## config.mk

```make
export PLATFORM = sky130hd
export DESIGN_NAME = acc24_core
export DESIGN_NICKNAME = d
export VERILOG_FILES = /design/src/rtl/acc24_core.sv
export SDC_FILE = /design/constraint.sdc
export NUM_CORES = 2
export LEC_CHECK = 0
export CELL_PAD_IN_SITES_DETAIL_PLACEMENT = 0
export CELL_PAD_IN_SITES_GLOBAL_PLACEMENT = 1
export CORE_ASPECT_RATIO = 1.75
export CORE_MARGIN = 2
export CORE_UTILIZATION = 44
export CTS_CLUSTER_DIAMETER = 100
export DETAILED_ROUTE_END_ITERATION = 10
export PLACE_DENSITY = 0.76
export SYNTH_ARGS = -nofsm -noshare
export SYNTH_HDL_FRONTEND = slang
export SYNTH_SLANG_ARGS = --single-unit
export TNS_END_PERCENT = 20
```

## constraint.sdc

```tcl
create_clock -name clk -period 6.85 [get_ports clk]
set_clock_uncertainty 0.1 [all_clocks]
set_input_delay 1.0275 -clock clk [delete_from_list [all_inputs] [get_ports clk]]
set_output_delay 1.0275 -clock clk [all_outputs]
set_load 0.005 [all_outputs]
```

## src/rtl/acc24_core.sv

```systemverilog
module acc24_core (
  input  logic        clk,
  input  logic        rst_n,
  output logic [14:0] mem_addr,
  output logic        mem_wr,
  output logic [7:0]  mem_wdata,
  input  logic [7:0]  mem_rdata,
  output logic [7:0]  dev_sel,
  input  logic        dev_rdy,
  output logic        dev_rd,
  output logic        dev_wr,
  output logic [7:0]  dev_wdata,
  input  logic [7:0]  dev_rdata,
  output logic        halt,
  output logic        div_err
);
  localparam int W  = 24;
  localparam int AW = 15;
  localparam int SW = $clog2(W);

  localparam logic [7:0] OP_LDA = 8'h00, OP_LDX = 8'h04, OP_LDL = 8'h08;
  localparam logic [7:0] OP_STA = 8'h0C, OP_STX = 8'h10, OP_STL = 8'h14;
  localparam logic [7:0] OP_ADD = 8'h18, OP_SUB = 8'h1C, OP_MUL = 8'h20;
  localparam logic [7:0] OP_DIV = 8'h24, OP_CMP = 8'h28;
  localparam logic [7:0] OP_JEQ = 8'h30, OP_JGT = 8'h34, OP_JLT = 8'h38, OP_J = 8'h3C;
  localparam logic [7:0] OP_JSUB = 8'h48, OP_RSUB = 8'h4C;
  localparam logic [7:0] OP_RD = 8'hD8, OP_WD = 8'hDC, OP_TD = 8'hE0;
  localparam logic [1:0] CC_LT = 2'b00, CC_EQ = 2'b01, CC_GT = 2'b10;

  typedef enum logic [2:0] {S_FETCH, S_DEC, S_LOAD, S_STORE, S_DIV, S_IO, S_HALT} st_t;

  st_t            st;
  logic [W-1:0]   ra, rx, rl, pc, ir, sdata, q, dvs;
  logic [W:0]     rem;
  logic [15:0]    buf16;
  logic [AW-1:0]  ta;
  logic [1:0]     cnt, cc_q;
  logic [SW-1:0]  dstep;
  logic           qneg;

  wire [7:0]    op    = ir[23:16];
  wire [AW-1:0] ta_c  = ir[AW-1:0] + (ir[AW] ? rx[AW-1:0] : '0);
  wire [W-1:0]  word  = {buf16, mem_rdata};
  wire [W-1:0]  prod  = ra * word;
  wire [W-1:0]  a_mag = ra[W-1] ? -ra : ra;
  wire [W-1:0]  w_mag = word[W-1] ? -word : word;
  wire [W:0]    r2    = {rem[W-2:0], q[W-1]};
  wire [W:0]    diff  = r2 - {1'b0, dvs};
  wire [W-1:0]  q_nx  = {q[W-2:0], ~diff[W]};

  assign mem_addr  = (st == S_FETCH) ? pc[AW-1:0] + AW'(cnt) : ta + AW'(cnt);
  assign mem_wr    = (st == S_STORE);
  assign mem_wdata = (cnt == 2'd0) ? sdata[23:16] : (cnt == 2'd1) ? sdata[15:8] : sdata[7:0];
  assign dev_sel   = ta[7:0];
  assign dev_rd    = (st == S_IO) && (op == OP_RD);
  assign dev_wr    = (st == S_IO) && (op == OP_WD);
  assign dev_wdata = ra[7:0];
  assign halt      = (st == S_HALT);

  always_ff @(posedge clk) begin
    if (!rst_n) begin
      st <= S_FETCH;
      ra <= '0; rx <= '0; rl <= '0; pc <= '0; ir <= '0; sdata <= '0;
      q <= '0; dvs <= '0; rem <= '0; buf16 <= '0; ta <= '0;
      cnt <= '0; cc_q <= '0; dstep <= '0; qneg <= 1'b0; div_err <= 1'b0;
    end else begin
      case (st)
        S_FETCH: begin
          if (cnt != 2'd0) ir <= {ir[15:0], mem_rdata};
          cnt <= cnt + 2'd1;
          if (cnt == 2'd3) begin
            pc <= pc + W'(3);
            st <= S_DEC;
          end
        end
        S_DEC: begin
          ta  <= ta_c;
          cnt <= '0;
          st  <= S_FETCH;
          case (op)
            OP_LDA, OP_LDX, OP_LDL, OP_ADD, OP_SUB, OP_MUL, OP_DIV, OP_CMP: st <= S_LOAD;
            OP_STA: begin sdata <= ra; st <= S_STORE; end
            OP_STX: begin sdata <= rx; st <= S_STORE; end
            OP_STL: begin sdata <= rl; st <= S_STORE; end
            OP_J:   pc <= W'(ta_c);
            OP_JEQ: if (cc_q == CC_EQ) pc <= W'(ta_c);
            OP_JGT: if (cc_q == CC_GT) pc <= W'(ta_c);
            OP_JLT: if (cc_q == CC_LT) pc <= W'(ta_c);
            OP_JSUB: begin rl <= pc; pc <= W'(ta_c); end
            OP_RSUB: pc <= rl;
            OP_TD, OP_RD, OP_WD: st <= S_IO;
            default: st <= S_HALT;
          endcase
        end
        S_LOAD: begin
          if (cnt != 2'd0) buf16 <= {buf16[7:0], mem_rdata};
          cnt <= cnt + 2'd1;
          if (cnt == 2'd3) begin
            st <= S_FETCH;
            case (op)
              OP_LDA: ra <= word;
              OP_LDX: rx <= word;
              OP_LDL: rl <= word;
              OP_ADD: ra <= ra + word;
              OP_SUB: ra <= ra - word;
              OP_MUL: ra <= prod;
              OP_CMP: cc_q <= ($signed(ra) < $signed(word)) ? CC_LT :
                              (ra == word) ? CC_EQ : CC_GT;
              OP_DIV: begin
                if (word == '0) div_err <= 1'b1;
                else begin
                  q     <= a_mag;
                  dvs   <= w_mag;
                  rem   <= '0;
                  dstep <= '0;
                  qneg  <= ra[W-1] ^ word[W-1];
                  st    <= S_DIV;
                end
              end
              default: ;
            endcase
          end
        end
        S_STORE: begin
          cnt <= cnt + 2'd1;
          if (cnt == 2'd2) begin
            cnt <= '0;
            st  <= S_FETCH;
          end
        end
        S_DIV: begin
          rem   <= diff[W] ? r2 : diff;
          q     <= q_nx;
          dstep <= dstep + 1'b1;
          if (dstep == SW'(W - 1)) begin
            ra <= qneg ? -q_nx : q_nx;
            st <= S_FETCH;
          end
        end
        S_IO: begin
          if (op == OP_TD) cc_q <= dev_rdy ? CC_LT : CC_EQ;
          if (op == OP_RD) ra[7:0] <= dev_rdata;
          st <= S_FETCH;
        end
        default: st <= S_HALT;
      endcase
    end
  end

  a_r2_pc_step: assert property (@(posedge clk) disable iff (!rst_n)
    (st == S_FETCH && cnt == 2'd3) |=> (pc == $past(pc) + W'(3)));

  a_r3_store_bytes_consecutive: assert property (@(posedge clk) disable iff (!rst_n)
    (mem_wr && cnt != 2'd0) |-> (mem_addr == $past(mem_addr) + AW'(1)));

  a_r6_zero_divisor_keeps_a: assert property (@(posedge clk) disable iff (!rst_n)
    (st == S_LOAD && cnt == 2'd3 && op == OP_DIV && word == '0) |=> (ra == $past(ra) && div_err));

  a_r6_err_sticky: assert property (@(posedge clk) disable iff (!rst_n)
    div_err |=> div_err);

  a_r7_cc_legal: assert property (@(posedge clk) disable iff (!rst_n)
    cc_q != 2'b11);

  a_r10_one_strobe: assert property (@(posedge clk) disable iff (!rst_n)
    $onehot0({mem_wr, dev_rd, dev_wr}));

  a_r11_halt_quiet: assert property (@(posedge clk) disable iff (!rst_n)
    halt |=> (halt && !mem_wr && !dev_rd && !dev_wr));
endmodule

```

==> metrics <==
Compound-Gate Fraction of Synth Area=19.4%; Cell variety after synth=96; fmax=145 MHz; Hold Vio Cnt, Final=0; static leakage power=13.1 nW; Routed WL per cell=23.5 um; Worst Max-Slew Pin Slew=1.38 ns; Final Critical Period=6.88 ns; status=finished, violations left; number of global-route vias before repair=26828; WP data required=7.23 ns; clock root buffer master=clkbuf_16; clock transition at the registers of the reported paths=0.07 ns; via count=25906; hpwl dp=80800 um; Max IR drop VDD=0.611 mV; failing checks=setup timing; CTS max path bufs=3; top-count cell post-synth=nand2_1; top post-synthesis cells by count=nand2_1, inv_1, nor2_1, a21oi_1, dfxtp_1; DRC=0; layout cells sized above 1=10.9%; Routed WL=105000 um; largest net degree at the start of global routing=151; top_reg_cell synth=dfxtp_1; Yosys warning count=0; fraction of the cycle the final worst path needs=100%; Layout area overhead=14.3%; DR iter-0 viols=1817; met3 usage=2.66%; met2 usage=59.7%; Yosys reg bits=260; Die X=193 um; Crit Path Class=in -> reg; final setup vio count=1; Final #Nets=4053; Slew Viols, Final=0; Synth area leaders=dfxtp_1, fa_1, ha_1, nand2_1, inv_1; largest area contributor in the netlist=dfxtp_1; latest clock arrival within the worst-skew pair=0.59 ns; Critical R2R Capture=ra[23]; global route hottest layer=met2; I/O pin total=63; Cells after Synth=3576; CTS tree=built; RSZ-0062 raised after global routing=yes; fin worst setup slack=-0.0326 ns; Initial Util=44.4%; hold endpoint=dvs[21]; max_cap viols=0; GRT Total Usage=32.1%; xor and xnor fraction of the mapped netlist area=5.52%; I/O Buffers=62; CTS H-tree lvls=1; slew margin rel.=6.93%; Post-Syn Nets=3993; CTS Hold Buffers Added=0; Worst R2R Path Depth=24; Vert. Die Dim=335 um; largest family of logic cells by synthesized area=adder cells; simple-gate portion of the synthesized area=20.2%; gpl congestion=0.956; Detailed Routing Iterations Pass 1=5; first-pass GRT wire length=161000 um; Vias/cell=5.81; GR Layer Usage met1=35.6%; critical path peak fanout=5; Hold Startpoint=dvs[21]; pre-CTS setup slack=-1.02 ns; multiplexer share of the synthesized area=2.70%; Syn Std Cell Area=0.0276 mm2; r2r startpoint=buf16[0]; post-synth top area share=18.9%; pwr/cell area=258 mW/mm2; CTS Buf Count=26; Synth Area per Inst=7.71 um2; # clock sinks=260; gr ovfl total=0; initial antenna violation count=2; die area=0.0647 mm2; Post-synth EDFFs=0; post-synthesis sequential area ratio=18.9%; Fin Hold WS=0.355 ns; hold depth=2; Hold WC Path Type=reg -> reg; CP Capture Type=flop; async set-reset flop share out of synthesis=0%; Worst Setup Start Kind=input pin; Core ar.=0.0621 mm2; Final Core Density=50.8%; Worst EP arrival=7.26 ns; Reg2Reg Setup Slack=0.03 ns; DRT antenna net count=0; Synth Area in Adders=24.0%; Rows=121
==> cell usage in the layout, fill, tap and decap left out, types with 21 or more instances in the layout <==
master / Yosys / routed
inv_1: 378 / 374
a22oi_1: 22 / 22
o21ai_0: 118 / 115
clkdlybuf4s50_1: 0 / 54
o221ai_1: 21 / 21
buf_12: 0 / 24
a211oi_1: 43 / 41
xor2_1: 53 / 53
clkbuf_16: 0 / 26
dfxtp_1: 260 / 258
ha_1: 180 / 169
o211ai_1: 45 / 45
nor3_1: 48 / 45
a21o_1: 33 / 33
nand3_1: 44 / 43
nand2b_1: 27 / 26
buf_4: 21 / 203
nand2_1: 547 / 545
o21a_1: 26 / 26
and2_1: 153 / 146
a21oi_1: 268 / 263
a311oi_1: 29 / 29
nor2_1: 281 / 278
o31ai_1: 30 / 30
mux2i_1: 72 / 72
xnor2_1: 118 / 117
a31oi_1: 23 / 23
fa_1: 218 / 210
==> registers in the layout, summed over array words and instances, names as in the netlist, 3 cells and up <==
signal	flops
buf16	16
dstep	5
dvs	24
ir	24
pc	24
q	24
ra	24
rem	23
rl	24
rx	24
sdata	24
st	3
ta	15
==> kinds of logic after synthesis <==
kind of cell             count (synthesis)
buffers and inverters                  649
AO/OA/AOI/OAI                          799
AND/OR/NAND/NOR                       1224
multiplexers                            74
XOR/XNOR                               172
flip-flops                             260
adder cells (fa/ha/maj)                398
==> worst max-delay path by stage <==
stage / from / to / slack (ns) / depth (start not counted)
final: mem_rdata[6] / ra[23] / -0.03 / 25
after global routing: mem_rdata[3] / ra[23] / -0.21 / 26
after CTS: mem_rdata[6] / ra[23] / 0.001 / 25
after detailed placement: mem_rdata[5] / ra[23] / -1.02 / 27
after global placement: mem_rdata[3] / ra[23] / -1.00 / 24
after floorplan: mem_rdata[3] / ra[23] / -0.11 / 24
==> power breakdown <==
group | switching, mW | internal, mW | total (mW) | leakage, nW
Sequential | 0.162 | 1.64 | 1.81 | 2.10
Combinational | 2.97 | 1.81 | 4.78 | 10.6
Clock | 0.699 | 0.851 | 1.55 | 0.430
==> final cells by class <==
cell class | count | area (um2)
fill | 6125 | 30600
tap | 799 | 1000
antenna | 2 | 5.00
timing repair buffer | 297 | 2830
clock inverter | 13 | 165
inverter | 384 | 1450
clock buffer | 34 | 711
multi-input combinational | 2667 | 20100
sequential | 260 | 5210
==> repair_timing <==
action / in CTS / in global routing
endpoints found under the setup margin: 9 / 9
resized for setup: 63 / 11
pin swaps: 37 / 20
gates cloned: 6 / 0
setup buffers: 11 / 0
==> per-stage QoR <==
| stage | setup TNS (ns) | total power [mW] | std cells | cell area, um2 |
|---|---|---|---|---|
| floorplan | -0.347 | 5.04 | 3576 | 27800 |
| global placement | -9.15 | 6.41 | 4390 | 30200 |
| detailed placement | -9.93 | 6.50 | 4390 | 30200 |
| CTS | 0 | 8.12 | 4454 | 31500 |
| global route | -0.988 | 8.66 | 4455 | 31500 |
| finish | -0.0326 | 8.13 | 4456 | 31500 |
==> critical path, cell delays in order <==
cell and delay, ns:
buf_2 0.17, buf_12 0.17, ha_1 0.23, fa_1 0.48
fa_1 0.52, inv_1 0.06, fa_1 0.54, inv_1 0.04
ha_1 0.29, ha_1 0.33, fa_1 0.54, inv_1 0.06
fa_1 0.53, inv_1 0.07, ha_4 0.27, nand2_1 0.07
a211oi_2 0.23, a21oi_2 0.09, a21oi_2 0.25, a31o_4 0.20
a21oi_2 0.06, or4_4 0.55, nand3_4 0.11, a221oi_2 0.06
o31a_1 0.31
==> metal layers <==
layer  part of all wire (%)  up-vias
met5                      0        -
met4                    6.3        0
met3                    4.6      259
met2                     52      862
met1                     37    12725
li1                       -    12060
Power figures use the tool's default switching activity.
